--- src/rtl/eru_pkg.sv ---
package eru_pkg;
    localparam int WORD_W     = 32;
    localparam int DEF_SHIFT  = 10;
    localparam int DEF_FIELD  = 28;
    localparam int DEF_KEEP   = 2;
    localparam int DEF_U_BIT  = 8;
    localparam int DEF_P_BIT  = 7;
    localparam int DEF_R_BIT  = 6;
    localparam int DEF_M_BIT  = 30;

    typedef logic [WORD_W-1:0] word_t;

    typedef enum logic {
        RET_EXC = 1'b0,
        RET_NMI = 1'b1
    } ret_kind_e;

    typedef struct packed {
        word_t status;
        word_t sp;
        word_t ksp;
    } ret_state_t;

    function automatic word_t set_bit(input word_t w, input int pos, input logic en);
        word_t r;
        r = w;
        if (en) r[pos] = 1'b1;
        return r;
    endfunction
endpackage

--- src/rtl/eru_unstack.sv ---
module eru_unstack
    import eru_pkg::*;
#(
    parameter int SHIFT   = DEF_SHIFT,
    parameter int FIELD_W = DEF_FIELD,
    parameter int KEEP_W  = DEF_KEEP
) (
    input  word_t old_status,
    output word_t popped
);
    localparam int GAP_W = WORD_W - KEEP_W - FIELD_W;

    logic [FIELD_W-1:0] field_old;
    logic [FIELD_W-1:0] field_new;

    assign field_old = old_status[FIELD_W-1:0];
    assign field_new = field_old >> SHIFT;

    generate
        if (GAP_W > 0) begin : g_gap
            assign popped = {old_status[WORD_W-1 -: KEEP_W], {GAP_W{1'b0}}, field_new};
        end else begin : g_nogap
            assign popped = {old_status[WORD_W-1 -: KEEP_W], field_new};
        end
    endgenerate
endmodule

--- src/rtl/eru_fixup.sv ---
module eru_fixup
    import eru_pkg::*;
#(
    parameter int P_BIT = DEF_P_BIT,
    parameter int R_BIT = DEF_R_BIT,
    parameter int M_BIT = DEF_M_BIT
) (
    input  word_t     old_status,
    input  word_t     popped,
    input  ret_kind_e kind,
    output word_t     fixed
);
    logic need_pend;
    logic need_m;
    word_t stage1;

    assign need_pend = ~old_status[R_BIT];
    assign need_m    = (kind == RET_NMI);

    always_comb begin
        stage1 = set_bit(popped, P_BIT, need_pend);
        fixed  = set_bit(stage1, M_BIT, need_m);
    end
endmodule

--- src/rtl/eru_stack.sv ---
module eru_stack
    import eru_pkg::*;
#(
    parameter int U_BIT = DEF_U_BIT
) (
    input  word_t new_status,
    input  word_t sp_cur,
    input  word_t usp_saved,
    input  word_t ksp_cur,
    output word_t sp_next,
    output word_t ksp_next
);
    logic to_user;
    assign to_user = new_status[U_BIT];

    always_comb begin
        if (to_user) begin
            sp_next  = usp_saved;
            ksp_next = sp_cur;
        end else begin
            sp_next  = sp_cur;
            ksp_next = ksp_cur;
        end
    end
endmodule

--- src/rtl/exc_return_unstacker.sv ---
module exc_return_unstacker
    import eru_pkg::*;
#(
    parameter int SHIFT   = DEF_SHIFT,
    parameter int FIELD_W = DEF_FIELD,
    parameter int KEEP_W  = DEF_KEEP,
    parameter int U_BIT   = DEF_U_BIT,
    parameter int P_BIT   = DEF_P_BIT,
    parameter int R_BIT   = DEF_R_BIT,
    parameter int M_BIT   = DEF_M_BIT
) (
    input  logic        clk,
    input  logic        rst,
    input  logic        ret_go,
    input  logic        ret_nmi,
    input  logic [31:0] status_in,
    input  logic [31:0] sp_in,
    input  logic [31:0] usp_in,
    output logic [31:0] status_q,
    output logic [31:0] sp_q,
    output logic [31:0] ksp_q
);
    ret_kind_e  kind;
    word_t      popped;
    word_t      fixed;
    ret_state_t cur;
    ret_state_t nxt;

    assign kind = ret_kind_e'(ret_nmi);

    eru_unstack #(.SHIFT(SHIFT), .FIELD_W(FIELD_W), .KEEP_W(KEEP_W)) u_unstack (
        .old_status (status_in),
        .popped     (popped)
    );

    eru_fixup #(.P_BIT(P_BIT), .R_BIT(R_BIT), .M_BIT(M_BIT)) u_fixup (
        .old_status (status_in),
        .popped     (popped),
        .kind       (kind),
        .fixed      (fixed)
    );

    eru_stack #(.U_BIT(U_BIT)) u_stack (
        .new_status (fixed),
        .sp_cur     (sp_in),
        .usp_saved  (usp_in),
        .ksp_cur    (cur.ksp),
        .sp_next    (nxt.sp),
        .ksp_next   (nxt.ksp)
    );

    assign nxt.status = fixed;

    always_ff @(posedge clk) begin
        if (rst) begin
            cur <= '0;
        end else if (ret_go) begin
            cur <= nxt;
        end
    end

    assign status_q = cur.status;
    assign sp_q     = cur.sp;
    assign ksp_q    = cur.ksp;
endmodule

--- config.mk ---
export PLATFORM = sky130hd
export DESIGN_NAME = exc_return_unstacker
export DESIGN_NICKNAME = d
export VERILOG_FILES = /design/src/rtl/eru_pkg.sv /design/src/rtl/eru_unstack.sv /design/src/rtl/eru_fixup.sv /design/src/rtl/eru_stack.sv /design/src/rtl/exc_return_unstacker.sv
export SDC_FILE = /design/constraint.sdc
export NUM_CORES = 1
export LEC_CHECK = 0
export BUFFER_PORTS_ARGS = -buffer_cell sky130_fd_sc_hd__clkbuf_2
export CORE_ASPECT_RATIO = 1.1
export CORE_UTILIZATION = 48
export DETAILED_ROUTE_END_ITERATION = 8
export PLACE_DENSITY = 0.84
export SLEW_MARGIN = 20
export SYNTH_ARGS = -nofsm -noshare
export SYNTH_HDL_FRONTEND = slang
export SYNTH_SLANG_ARGS = --single-unit
--- constraint.sdc ---
create_clock -name clk -period 1.5 [get_ports clk]
set_input_delay 0.225 -clock clk [delete_from_list [all_inputs] [get_ports clk]]
set_output_delay 0.225 -clock clk [all_outputs]
set_load 0.03 [all_outputs]
* Yosys cells after proc, flatten, opt, wreduce, memory -nomap -nowiden
Cells that the tools add are included. W data, S select, Z words.
Word-level totals: register bits 84, input port bits 100, output and inout port bits 96
Operators by class: mux-type cells 3, reductions and logical operators 1
Operators with widths (number):
- $mux W32 | 1
- $mux W1 | 2
- $reduce_and A2 Y1 | 1

* Longest topological paths before layout
word-level depth 1, depth in mapped cells 5, mapped depth without buffers 2

* By module
Synthesis repeated with hierarchy kept, for this count alone.
Second synthesis, totals: cells, all modules 446, area, all modules 4988.5 sq um
Modules (own cells, without submodules):
- exc_return_unstacker | instances 1, cells an instance 310, area an instance 3429.5 sq um, seq. area each 1921.8 sq um
- eru_stack | instances 1, cells an instance 71, area an instance 1077.3 sq um, seq. area each 0.0 sq um
- eru_unstack | instances 1, cells an instance 33, area an instance 244.0 sq um, seq. area each 0.0 sq um
- eru_fixup | instances 1, cells an instance 32, area an instance 237.7 sq um, seq. area each 0.0 sq um

* Worst setup path before layout
No wires, ideal clock.
kind input port to flip-flop, start input ret_go, end register cur (netlist bit status_q[5]), data arrival time 0.823 ns, required time 1.372 ns, slack 0.549 ns, cell stages on the path 5, path buffers 3, cells stage by stage buf_4 buf_6 buf_6 mux2i_1 nor2_1
RTL lines:
- from (decl) | line exc_return_unstacker.sv:14 | input logic ret_go,
- to (signal assigned) | line exc_return_unstacker.sv:58 | cur <= nxt;
- to (decl) | line exc_return_unstacker.sv:26 | ret_state_t cur;

* Worst setup path after layout
start register cur (netlist bit sp_q[29]), end output sp_q[29]
RTL lines:
- to (decl) | line exc_return_unstacker.sv:20 | output logic [31:0] sp_q,
No word-level cell between the ends.

==> results.sh <==
export IMPL_total_power_mw=5.11
export IMPL_post_drt_wl_per_cell_um=13.3
export IMPL_first_iter_violations=83
export IMPL_r2r_slack_ns=0.73
export IMPL_start_util_pct=50.6
export IMPL_critical_path_top_delay_family="flip-flops"
export IMPL_dpl_cell_area_mm2=0.00445
export IMPL_grt_pass1_vias=3054
export IMPL_ys_seq_area_share_pct=46.4
export IMPL_dieArea_mm2=0.00790
export IMPL_final_nets=623
export IMPL_area_growth_pct=28.5
export IMPL_fin_crit_ns=1.15
export IMPL_fin_setup_tns_ns=0
export IMPL_antenna_found_initial=0
export IMPL_clk_pin_slew_ns=0.08
export IMPL_drv_cap=0
export IMPL_synthMuxAreaShare_pct=13.8
export IMPL_grt_pass1_wl_mm=13.2
export IMPL_grt_max_degree=59
export IMPL_worst_setup_path_start_kind="flop"
export IMPL_power_leakage_nw=2.29
export IMPL_fin_area_mm2=0.00466
export IMPL_crit_path_max_incr_delay_ns=0.36
export IMPL_worst_path_max_fanout=2
export IMPL_clock_latency_ns=0.34
export IMPL_sw_frac_of_total_pct=29.5
export IMPL_seqCellArea_mm2=0.00168
export IMPL_reg2reg_from="ksp_q[28]"
export IMPL_synth_xor_area_share_pct=0
export IMPL_multi_input_area_mm2=0.00164
export IMPL_crit_start="sp_q[29]"
export IMPL_whs_ns=0.0777
export IMPL_post_cts_resized=0
export IMPL_grtUsageMet3_pct=7.86
export IMPL_viasPerCell=5.13
export IMPL_ant_nets=0
export IMPL_syn_area_mm2=0.00362
export IMPL_wl_mm=8.14
export IMPL_rows=32
export IMPL_crit_arrival_ns=0.93
export IMPL_setup_viol=0
export IMPL_worst_r2r_cell_count=2
export IMPL_post_cts_buffers=0
export IMPL_numCtsBuffers=9
export IMPL_period_share_pct=77.0
export IMPL_maxSlewViolCount=0
export IMPL_outcome="finished with violations"
export IMPL_cts_root_buf="clkbuf_8"
export IMPL_ioPinCount=196
export IMPL_use_met2_pct=39.6
export IMPL_cts_tree="built"
export IMPL_coreArea_mm2=0.00717
export IMPL_cp_slowest_cell="dfxtp_1"
export IMPL_synth_top_area_share_pct=46.4
export IMPL_crit_type="reg -> out"
export IMPL_gr_max_usage_layer="met2"
export IMPL_hold_depth=2
export IMPL_violations="DRC"
export IMPL_numPortBuffers=172
export IMPL_place_gp_congestion=0.730
export IMPL_crit_path_cell_trace="clkbuf_2"
export IMPL_clock_skew_ns=0
export IMPL_power_per_cell_area_mw_per_mm2=1100
export IMPL_synth_compound_area_share_pct=20.3
export IMPL_num_antenna_cells=0
export IMPL_grtUsageMet1_pct=20.9
export IMPL_synth_area_leader_cell="dfxtp_1"
export IMPL_cts_hold_buf=0
export IMPL_power_frac_seq_pct=47.6
export IMPL_post_synth_cell_area_avg_um2=9.85
export IMPL_drc=11
export IMPL_syn_inst=368
export IMPL_fmax_mhz=866
export IMPL_yosysWarnings=0
export IMPL_combPwrFrac_pct=19.8
export IMPL_synth_area_top_cells="dfxtp_1, mux2i_1, a21bo_2, a211oi_1, nor2_1"
export IMPL_grt_overflow=0
export IMPL_crit_buf_inv=1
export IMPL_synthSimpleGateAreaFrac_pct=9.91
export IMPL_rr_endpoint="ksp_q[28]"
export IMPL_drive_gt1_share_pct=43.6
export IMPL_hold_viol_final=0
export IMPL_cts_htree_levels=3
export IMPL_p_sw_mw=1.51
export IMPL_vias=3142
export IMPL_hpwl_mm=5.84
export IMPL_synthDistinctLibCells=16
export IMPL_irDropWorstVdd_v=0.000893
export IMPL_die_w_um=84.9
export IMPL_first_pass_iters=7
export IMPL_end_kind="output port"
export IMPL_min_from="status_in[6]"
export IMPL_p_int_mw=3.60
export IMPL_clock_path_buffers=2
export IMPL_critPathRequiredTime_ns=1.27
export IMPL_synth_fa_ha_area_share_pct=0
export IMPL_track_usage_pct=20.7
export IMPL_synth_top_family_by_area="compound AO/OA/AOI/OAI gates"
export IMPL_power_share_clock_pct=32.6
export IMPL_nFillCells=613
export IMPL_whs_endpoint="status_q[7]"
export IMPL_dieHeight_um=93.1
export IMPL_rsz0062_at_grt="false"
export IMPL_ys_seq_elements=84
export IMPL_hp_class="in -> reg"
export IMPL_clkSinkCount=84
cells in the mapped netlist:
cell type and number:
dfxtp_1 84, nor2_1 53, mux2i_1 50, a211oi_1 33, a21bo_2 32, a21oi_1 32
nand3_1 32, buf_4 17, buf_2 13, buf_6 7, buf_1 5, clkbuf_1 5
buf_8 2, a311oi_1 1, conb_1 1, inv_1 1
layer usage:
metal	share of wire, %	vias up	routed length, µm
met5	0	-	0
met4	0.90	0	73
met3	8.0	6	653
met2	51	126	4140
met1	40	1424	3270
li1	-	1586	-
area by class of cell:
type                    instances  area share [%]
flip-flops and latches         84            36.1
multi-input cells             245            35.2
repair buffers                182            21.8
clock buffers                  11            3.25
well taps                      85            2.28
clock inverters                 5            1.24
inverters                       1          0.0806
through the flow:
stage	util, %	instances	setup slack [ns]
2_1_floorplan	-	379	0.549
3_3_place_gp	62.1	597	0.402
3_5_place_dp	62.1	597	0.327
4_1_cts	65.0	613	0.331
5_1_grt	65.0	613	0.308
6_report	65.0	613	0.345
worst max-delay path by stage:
| stage | endpoint | slack, ns | cells after the start |
|---|---|---|---|
| 2_1_floorplan | status_q[5] | 0.55 | 5 |
| 3_3_place_gp | sp_q[9] | 0.40 | 4 |
| 3_5_place_dp | sp_q[10] | 0.33 | 4 |
| 4_1_cts | sp_q[29] | 0.33 | 1 |
| 5_1_grt | sp_q[29] | 0.31 | 1 |
| 6_report | sp_q[29] | 0.35 | 1 |
cells by family (layout without fill, tap and decap cells):
| kind of cell | after synthesis | in the layout |
|---|---|---|
| buf+inv | 50 | 199 |
| mux | 50 | 50 |
| compound gates | 98 | 98 |
| flops | 84 | 84 |
| simple gates | 85 | 85 |
| other cells | 1 | 12 |
power groups by stage:
stage               Combinational [mW]  Sequential, mW  Clock (mW)
detailed placement                1.02            2.48           0
global placement                 0.996            2.47           0
global route                      1.09            2.45        1.79
CTS                               1.02            2.43        1.71
floorplan                        0.457            2.75           0
finish                            1.01            2.43        1.66
cell usage in the layout (no fill, tap or decap):
master     instances
mux2i_1           50
a21oi_1           32
clkinv_4           1
a21bo_2           32
bufinv_16          1
buf_4              6
clkbuf_8          11
buf_12             6
clkbuf_2         170
clkinv_2           2
a311oi_1           1
conb_1            12
nand3_1           32
a211oi_1          33
inv_6              1
inv_1              1
dfxtp_1           84
nor2_1            53
state kept, by name (all words and copies together) (netlist names):
signal and cells:
status_q 20, ksp_q 32, sp_q 32
Power figures use the tool's default switching activity.
